## src/rtl/tg_pkg.sv

```systemverilog
package tg_pkg;

    localparam int NUM_OSC = 3;

    // Round slots in table access order; IDLE marks "no read in flight"
    typedef enum logic [1:0] {
        SLOT_STIM = 2'd0,
        SLOT_COS  = 2'd1,
        SLOT_SIN  = 2'd2,
        SLOT_IDLE = 2'd3
    } slot_e;

    // Decoded word-select field of the write port
    typedef struct packed {
        logic       is_phase;
        logic [1:0] osc;
    } cfg_sel_t;

    // Rounded sine sample for a table of 'entries' points and peak 'amp'
    function automatic int sine_point(input int idx, input int entries, input int amp);
        real ang;
        real v;
        ang = 6.283185307179586 * real'(idx) / real'(entries);
        v   = real'(amp) * $sin(ang);
        if (v >= 0.0) return $rtoi(v + 0.5);
        else          return -$rtoi(0.5 - v);
    endfunction

endpackage

```

## src/rtl/tg_sequencer.sv

```systemverilog
module tg_sequencer
    import tg_pkg::*;
(
    input  logic  clk,
    input  logic  rst,
    output slot_e slot,
    output slot_e slot_d,
    output logic  boundary
);

    always_ff @(posedge clk) begin
        if (rst) begin
            slot   <= SLOT_STIM;
            slot_d <= SLOT_IDLE;
        end else begin
            case (slot)
                SLOT_STIM: slot <= SLOT_COS;
                SLOT_COS:  slot <= SLOT_SIN;
                default:   slot <= SLOT_STIM;
            endcase
            slot_d <= slot;
        end
    end

    assign boundary = (slot == SLOT_SIN);

endmodule

```

## src/rtl/tg_word_bank.sv

```systemverilog
module tg_word_bank
    import tg_pkg::*;
#(
    parameter int PHASE_W = 24
) (
    input  logic                             clk,
    input  logic                             rst,
    input  logic                             boundary,
    input  logic                             cfg_we,
    input  logic [2:0]                       cfg_addr,
    input  logic [PHASE_W-1:0]               cfg_wdata,
    input  logic                             sync_clr,
    output logic [NUM_OSC-1:0][PHASE_W-1:0]  freq_act,
    output logic [NUM_OSC-1:0][PHASE_W-1:0]  phase_act,
    output logic                             clr_eff
);

    cfg_sel_t sel;
    logic [NUM_OSC-1:0][PHASE_W-1:0] freq_sh, phase_sh, freq_nx, phase_nx;
    logic clr_pend;

    assign sel = cfg_sel_t'(cfg_addr);

    // A write on the boundary edge is bypassed straight into the active copy
    for (genvar k = 0; k < NUM_OSC; k++) begin : g_osc
        logic hit;
        assign hit        = cfg_we && (sel.osc == 2'(k));
        assign freq_nx[k]  = (hit && !sel.is_phase) ? cfg_wdata : freq_sh[k];
        assign phase_nx[k] = (hit &&  sel.is_phase) ? cfg_wdata : phase_sh[k];
    end

    assign clr_eff = clr_pend | sync_clr;

    always_ff @(posedge clk) begin
        if (rst) begin
            freq_sh   <= '0;
            phase_sh  <= '0;
            freq_act  <= '0;
            phase_act <= '0;
            clr_pend  <= 1'b0;
        end else begin
            freq_sh  <= freq_nx;
            phase_sh <= phase_nx;
            if (boundary) begin
                freq_act  <= freq_nx;
                phase_act <= phase_nx;
                clr_pend  <= 1'b0;
            end else begin
                clr_pend  <= clr_eff;
            end
        end
    end

    AST_WORD_HOLD: assert property (@(posedge clk) disable iff (rst)
        !$past(boundary) |-> ($stable(freq_act) && $stable(phase_act)));

endmodule

```

## src/rtl/tg_phase_accum.sv

```systemverilog
module tg_phase_accum
    import tg_pkg::*;
#(
    parameter int PHASE_W = 24,
    parameter int LUT_AW  = 8
) (
    input  logic                             clk,
    input  logic                             rst,
    input  logic                             boundary,
    input  logic                             clr_eff,
    input  logic [NUM_OSC-1:0][PHASE_W-1:0]  freq_act,
    input  logic [NUM_OSC-1:0][PHASE_W-1:0]  phase_act,
    input  slot_e                            slot,
    output logic [LUT_AW-1:0]                lut_addr
);

    localparam logic [LUT_AW-1:0] QUARTER = LUT_AW'(1) << (LUT_AW - 2);

    logic [NUM_OSC-1:0][PHASE_W-1:0] acc;
    logic [NUM_OSC-1:0][LUT_AW-1:0]  idx;

    for (genvar k = 0; k < NUM_OSC; k++) begin : g_acc
        logic [PHASE_W-1:0] sum;
        always_ff @(posedge clk) begin
            if (rst)           acc[k] <= '0;
            else if (boundary) acc[k] <= clr_eff ? '0 : acc[k] + freq_act[k];
        end
        assign sum    = acc[k] + phase_act[k];
        assign idx[k] = sum[PHASE_W-1 -: LUT_AW];
    end

    always_comb begin
        case (slot)
            SLOT_COS: lut_addr = idx[1] + QUARTER;
            SLOT_SIN: lut_addr = idx[2];
            default:  lut_addr = idx[0];
        endcase
    end

    AST_ACC_HOLD: assert property (@(posedge clk) disable iff (rst)
        !$past(boundary) |-> $stable(acc));

    AST_CLR_ZERO: assert property (@(posedge clk) disable iff (rst)
        $past(boundary && clr_eff) |-> (acc == '0));

endmodule

```

## src/rtl/tg_sine_rom.sv

```systemverilog
module tg_sine_rom
    import tg_pkg::*;
#(
    parameter int LUT_AW   = 8,
    parameter int SAMPLE_W = 8
) (
    input  logic                       clk,
    input  logic [LUT_AW-1:0]          addr,
    output logic signed [SAMPLE_W-1:0] q
);

    localparam int DEPTH = 1 << LUT_AW;
    localparam int AMP   = (1 << (SAMPLE_W - 1)) - 1;

    logic signed [SAMPLE_W-1:0] mem [DEPTH];

    initial begin
        for (int i = 0; i < DEPTH; i++)
            mem[i] = SAMPLE_W'(sine_point(i, DEPTH, AMP));
    end

    always_ff @(posedge clk) q <= mem[addr];

endmodule

```

## src/rtl/tg_tone_gen.sv

```systemverilog
module tg_tone_gen
    import tg_pkg::*;
#(
    parameter int PHASE_W  = 24,
    parameter int LUT_AW   = 8,
    parameter int SAMPLE_W = 8
) (
    input  logic                       clk,
    input  logic                       rst,
    input  logic                       cfg_we,
    input  logic [2:0]                 cfg_addr,
    input  logic [PHASE_W-1:0]         cfg_wdata,
    input  logic                       sync_clr,
    output logic signed [SAMPLE_W-1:0] tone_stim,
    output logic signed [SAMPLE_W-1:0] tone_ref_cos,
    output logic signed [SAMPLE_W-1:0] tone_ref_sin,
    output logic                       tone_stb
);

    slot_e slot, slot_d;
    logic  boundary, clr_eff;
    logic [NUM_OSC-1:0][PHASE_W-1:0] freq_act, phase_act;
    logic [LUT_AW-1:0] lut_addr;
    logic signed [SAMPLE_W-1:0] rom_q, hold_stim, hold_cos;

    tg_sequencer u_seq (
        .clk(clk), .rst(rst), .slot(slot), .slot_d(slot_d), .boundary(boundary)
    );

    tg_word_bank #(.PHASE_W(PHASE_W)) u_words (
        .clk(clk), .rst(rst), .boundary(boundary),
        .cfg_we(cfg_we), .cfg_addr(cfg_addr), .cfg_wdata(cfg_wdata),
        .sync_clr(sync_clr), .freq_act(freq_act), .phase_act(phase_act),
        .clr_eff(clr_eff)
    );

    tg_phase_accum #(.PHASE_W(PHASE_W), .LUT_AW(LUT_AW)) u_accum (
        .clk(clk), .rst(rst), .boundary(boundary), .clr_eff(clr_eff),
        .freq_act(freq_act), .phase_act(phase_act), .slot(slot),
        .lut_addr(lut_addr)
    );

    tg_sine_rom #(.LUT_AW(LUT_AW), .SAMPLE_W(SAMPLE_W)) u_rom (
        .clk(clk), .addr(lut_addr), .q(rom_q)
    );

    // Stage the first two reads, publish all three on the last one
    always_ff @(posedge clk) begin
        if (rst) begin
            hold_stim    <= '0;
            hold_cos     <= '0;
            tone_stim    <= '0;
            tone_ref_cos <= '0;
            tone_ref_sin <= '0;
            tone_stb     <= 1'b0;
        end else begin
            tone_stb <= 1'b0;
            case (slot_d)
                SLOT_STIM: hold_stim <= rom_q;
                SLOT_COS:  hold_cos  <= rom_q;
                SLOT_SIN: begin
                    tone_stim    <= hold_stim;
                    tone_ref_cos <= hold_cos;
                    tone_ref_sin <= rom_q;
                    tone_stb     <= 1'b1;
                end
                default: ;
            endcase
        end
    end

    AST_STB_SINGLE: assert property (@(posedge clk) disable iff (rst)
        tone_stb |=> !tone_stb);

    AST_STB_GAP: assert property (@(posedge clk) disable iff (rst)
        $past(tone_stb, 2) |-> !tone_stb);

    AST_OUT_HOLD: assert property (@(posedge clk) disable iff (rst)
        !tone_stb |-> ($stable(tone_stim) && $stable(tone_ref_cos) && $stable(tone_ref_sin)));

endmodule

```

## config.mk

```make
export PLATFORM = sky130hd
export DESIGN_NAME = tg_tone_gen
export DESIGN_NICKNAME = d
export VERILOG_FILES = /design/src/rtl/tg_pkg.sv /design/src/rtl/tg_sequencer.sv /design/src/rtl/tg_word_bank.sv /design/src/rtl/tg_phase_accum.sv /design/src/rtl/tg_sine_rom.sv /design/src/rtl/tg_tone_gen.sv
export SDC_FILE = /design/constraint.sdc
export NUM_CORES = 1
export LEC_CHECK = 0
export BUFFER_PORTS_ARGS = -buffer_cell sky130_fd_sc_hd__buf_2
export CORE_ASPECT_RATIO = 1.5
export CORE_MARGIN = 2
export CORE_UTILIZATION = 50
export DETAILED_ROUTE_END_ITERATION = 8
export PLACE_DENSITY = 0.71
export SLEW_MARGIN = 25
export SYNTH_ARGS = -nofsm -noshare
export SYNTH_HDL_FRONTEND = slang
export SYNTH_SLANG_ARGS = --single-unit
```

## constraint.sdc

```tcl
create_clock -name clk -period 7.75 [get_ports clk]
set_input_delay 1.1625 -clock clk [delete_from_list [all_inputs] [get_ports clk]]
set_output_delay 1.1625 -clock clk [all_outputs]
set_load 0.01 [all_outputs]
```

# Yosys cells after proc, flatten, opt, wreduce, memory -nomap -nowiden
# Memory sizes are Yosys's and may differ from the RTL's. A register that Yosys moved wholly into a read port is not among the register bits.
# Cells that the tools add are included.
# word_totals
regBits	406
elab_cells	65
memories	1
rom_bits	2048
# classes
eq_ne	6
n_addsub	7
reduce_logical	14
mux	12
bitwise_logic	1
# mem_list
memory	depth	word_bits	rd	rd_ports_with_merged_regs	wr	line_no	text
u_rom.mem	256	8	1	1	0	tg_sine_rom.sv:15	logic signed [SAMPLE_W-1:0] mem [DEPTH];
# ops
operator	count
two-way mux 24 bit	9
adder 24 bit	6
case mux 8 bit (2 select lines)	1
logical AND 1 bit	9
adder 8 x 7 -> 8 bit, second input constant	1
equality test 2 x 1 -> 1 bit, second input constant	3
equality test 2 bit, second input constant	3
zero test 2 bit	3
case mux 2 bit (2 select lines)	1
OR reduction 2 bit	1
zero test 1 bit	1
two-way mux 1 bit	1
bitwise OR 1 bit	1

# Longest topological paths before layout
# logic_depth
ltp_word	4
ltp_mapped	20
ltp_nobuf	17

# By module
# From an unflattened synthesis, not the netlist that was laid out.
# unflattened
hier_cells	2426
hier_area_um2	21762.1
# by_module_without_submodules
mod	cells_each	area_each_um2	n_inst	seq_area_each_um2
tg_word_bank	955	9898.2	1	5785.5
tg_phase_accum	992	7900.1	1	1441.4
tg_sine_rom	325	2213.4	1	160.2
tg_tone_gen	145	1634.1	1	820.8
tg_sequencer	9	116.4	1	80.1

# Worst setup path after synthesis
# No wires, ideal clock.
# synth_path
path_kind	register -> register
from	register u_words.phase_act[5] in the netlist's numbering
to	register u_rom.q[1], read port of u_rom.mem
t_required_ps	7616
stages_incl_launch_ff	18
t_arrival_ps	4159
setup_time_ps	134
period_less_slack_ps	4293
slack_ps	3457
path_cell_list	dfxtp_1 > ha_1 > a211oi_2 > o21ai_1 > or3_1 > a31o_1 > or2_0 > a311o_1 > clkbuf_1 > clkbuf_1 > ha_1 > clkbuf_1 > clkbuf_1 > o21ai_0 > o211ai_1 > a21oi_1 > o21bai_1 > or4b_1
# synth_via
elab_chain_len	2
# synth_lines
element	line_no	text
start: declaration	tg_word_bank.sv:14	output logic [NUM_OSC-1:0][PHASE_W-1:0] phase_act,
start signal: assignment	tg_word_bank.sv:46	phase_act <= phase_nx;
adder 24 bit	tg_phase_accum.sv:28	assign sum = acc[k] + phase_act[k];
case mux 8 bit (2 select lines)	tg_phase_accum.sv:33	case (slot)
end: declaration	tg_sine_rom.sv:9	output logic signed [SAMPLE_W-1:0] q
# No other way between the ends.
# A chain may end at the register's enable or synchronous reset.

# Worst setup path after layout
# layout_path
from	register u_seq.slot[1]
to	register u_rom.q[2], read port of u_rom.mem
# layout_via
elab_chain_len	2
# layout_lines
element	line_no	text
start: declaration	tg_sequencer.sv:6	output slot_e slot,
start signal: assignment	tg_sequencer.sv:13	slot <= SLOT_STIM;
start signal: assignment	tg_sequencer.sv:17	SLOT_STIM: slot <= SLOT_COS;
start signal: assignment	tg_sequencer.sv:18	SLOT_COS: slot <= SLOT_SIN;
equality test 2 bit / equality test 2 x 1 -> 1 bit (equally long branches)	tg_phase_accum.sv:33	
case mux 8 bit (2 select lines) (*)	tg_phase_accum.sv:33	
# Every way passes the cells marked *; elsewhere a longest branch is shown, timed or not.

==> flow_metrics.tcl <==
set metrics [dict create \
    status "completed" \
    synth.avg_cell_area_um2 8.46 \
    antenna_found_initial 1 \
    clk_latency_ns 0.55 \
    critPathCaptureType "flop" \
    hold_violations 0 \
    ant_nets 0 \
    async_flop_share_pct 0 \
    num_vias 18200 \
    drv_slew 0 \
    cts_sinks 414 \
    worst_slack_ns 2.62 \
    total_leakage_power_nw 10.1 \
    start_util_pct 50.5 \
    dp_slack_ns 2.69 \
    drive_gt1_share_pct 7.41 \
    critPathSlowestCell "ha_1" \
    path_cells "inv_1, ha_1, inv_1, nand2_1, nor3_1, a211o_1, nor4b_1, o21ai_2, ha_1, nor3_1, o21ai_0, o2111ai_1, a31oi_1, a2111oi_1, a211oi_1" \
    yosys_warnings 0 \
    drv_cap 0 \
    wl_um 58400 \
    cts-buffers-inserted 40 \
    synth-edff-count 0 \
    rows 91 \
    hp-class "flop to flop" \
    nets 2608 \
    drc 0 \
    cpPeakStageDelay_ns 0.68 \
    io-pin-count 56 \
    routabilityCongestion 0.893 \
    ys_types 95 \
    clock_skew_ns 0.0161 \
    slew_headroom_pct 32.6 \
    rsz0062_at_grt "false" \
    grt_overflow 0 \
    routedWlPerCell_um 19.4 \
    fin_crit_ns 5.13 \
    ys_ff_latch 414 \
    grt_pass1_wl_um 92800 \
    regToRegSetupSlack_ns 2.62 \
    grt_pass1_vias 17700 \
    syn_nets 2635 \
    synthToLayoutAreaGrowth_pct 9.42 \
    drtIter0Drc 1322 \
    layout_worst_path_cycle_share_pct 66.2 \
    grt_max_degree 171 \
    grt_use_total_pct 26.7 \
    clockBufferDepth 3 \
    cp_data_required_time_ns 8.16 \
    drtPass1Iterations 5 \
    p_per_area_nw_per_um2 216 \
    synth_cells 2455 \
    cp_num_buf_inv 2 \
    hpwlAfterDp_um 39300 \
    viasPerCell 6.06 \
    dieWidth_um 170 \
    synth_area_um2 20800 \
    synth_ff_type "dfxtp_1" \
    cts_setup_buffers 0 \
    cp_top_family "compound AO/OA/AOI/OAI gates" \
    h-tree-depth 2 \
    worst_pin_slew_ns 1.01 \
    core_area_um2 41100 \
    finalSetupViolCount 0 \
    diodes 0 \
    tns_ns 0 \
    irDropWorstVdd_v 0.000211 \
    cp_max_fo 18 \
    cts-root-buf "clkbuf_16" \
    cts_tree "done" \
    die_h_um 254 \
    cp_data_arrival_time_ns 5.54 \
    startpoint_type "flop" \
    dieArea_um2 43200 \
    worstSetupPathType "flop to flop" \
    synth_seq_area_share_pct 39.9 \
    post_cts_resized 0 \
    io_buffers 55 \
    holdBufCountCts 0 \
    clk_pin_slew_ns 0.06 \
    fmax_mhz 195 \
]
## final timing paths
path	startpoint	endpoint	cells past startpoint
worst max register to register	u_seq.slot[1]	u_rom.q[2]	15
worst min-delay path	tone_ref_cos[1]	tone_ref_cos[1]	2
worst max-delay path	u_seq.slot[1]	u_rom.q[2]	15
worst min register to register	tone_ref_cos[1]	tone_ref_cos[1]	2
## routing by layer
| layer | vias up | global-route usage [%] | wire, um |
|---|---|---|---|
| met5 | - | 0 | 13 |
| met4 | 2 | 13.1 | 2720 |
| met3 | 145 | 3.13 | 2700 |
| met2 | 525 | 47.8 | 29300 |
| met1 | 8746 | 31.4 | 23700 |
| li1 | 8828 | - | - |
## logic make-up (layout without fill, tap and decap cells)
family | after synthesis | after routing | synth area share [%]
buffers and inverters | 186 | 186 | 3.73
adders and majority gates | 149 | 149 | 9.09
DFF | 414 | 414 | 39.9
AOI/OAI and AO/OA | 810 | 810 | 26.2
xor gates and xnor gates | 72 | 72 | 3.04
and+or+nand+nor | 804 | 804 | 17.0
muxes | 20 | 20 | 0.970
## cell usage after synthesis, types with 20 or more instances
master	number	area share, %
dfxtp_1	414	40
a22o_1	20	0.84
o21ai_0	124	3.0
nand2_1	479	8.7
nor2b_1	22	0.66
ha_1	146	8.8
o22a_1	144	6.1
xnor2_1	35	1.5
clkbuf_1	112	2.0
a21o_1	40	1.4
xor2_1	37	1.6
a21oi_1	281	6.8
nor3_1	46	1.1
inv_1	36	0.65
nor2_1	97	1.8
and3_1	28	0.84
nand3_1	45	1.1
## flip-flops by register name (all words and copies together) (netlist names), 8 cells and up
name / flops
hold_stim: 8
u_words.phase_sh: 72
hold_cos: 8
u_words.freq_act: 72
u_accum.acc: 72
u_words.phase_act: 72
tone_stim: 8
u_rom.q: 8
tone_ref_sin: 8
tone_ref_cos: 8
u_words.freq_sh: 72
## worst reg2reg max path: stages, from the launching register on
cell,delay [ns]
dfxtp_1,0.41
inv_1,0.09
ha_1,0.68
inv_1,0.19
nand2_1,0.13
nor3_1,0.05
a211o_1,0.31
nor4b_1,0.68
o21ai_2,0.37
ha_1,0.64
nor3_1,0.49
o21ai_0,0.17
o2111ai_1,0.16
a31oi_1,0.11
a2111oi_1,0.45
a211oi_1,0.09
## area by class of cell
| cell class | count | area [um^2] |
|---|---|---|
| fill | 3750 | 18400 |
| multi-input combinational | 1855 | 11800 |
| sequential | 414 | 8290 |
| clock buffer | 55 | 1120 |
| tap | 558 | 698 |
| timing repair buffer | 78 | 495 |
| clock inverter | 14 | 211 |
| inverter | 39 | 155 |
## through the flow
stage | util (%) | hold slack (ns) | instance area (um^2) | power, W | instances
2_1_floorplan | - | 0.428 | 20800 | 0.00276 | 2455
3_3_place_gp | 52.0 | 0.441 | 21400 | 0.00294 | 2943
3_5_place_dp | 52.0 | 0.446 | 21400 | 0.00295 | 2944
4_1_cts | 55.3 | 0.454 | 22700 | 0.00494 | 3013
5_1_grt | 55.3 | 0.466 | 22700 | 0.00509 | 3013
6_report | 55.3 | 0.451 | 22700 | 0.00491 | 3013
## power by group
part	switching, W	internal (W)
Combinational	0.000404	0.000224
Clock	0.000843	0.00115
Sequential	0.0000667	0.00222
## layout by cell type (no fill, tap or decap), types with 11 or more instances in the layout
| cell type | netlist | final |
|---|---|---|
| a211oi_1 | 19 | 19 |
| a21o_1 | 40 | 40 |
| a21oi_1 | 281 | 281 |
| a22o_1 | 20 | 20 |
| a31oi_1 | 18 | 18 |
| and3_1 | 28 | 28 |
| buf_2 | 15 | 54 |
| buf_4 | 4 | 19 |
| clkbuf_16 | 0 | 40 |
| dfxtp_1 | 414 | 414 |
| ha_1 | 146 | 145 |
| inv_1 | 36 | 36 |
| mux2i_1 | 19 | 19 |
| nand2_1 | 479 | 479 |
| nand2b_1 | 16 | 16 |
| nand3_1 | 45 | 43 |
| nand4_1 | 11 | 11 |
| nor2_1 | 97 | 96 |
| nor2b_1 | 22 | 22 |
| nor3_1 | 46 | 43 |
| o211ai_1 | 15 | 15 |
| o21a_1 | 13 | 13 |
| o21ai_0 | 124 | 124 |
| o21bai_1 | 15 | 15 |
| o22a_1 | 144 | 144 |
| o31ai_1 | 11 | 11 |
| or3_1 | 13 | 12 |
| xnor2_1 | 35 | 35 |
| xor2_1 | 37 | 37 |
Note: power is estimated with default switching activity, not from simulation.
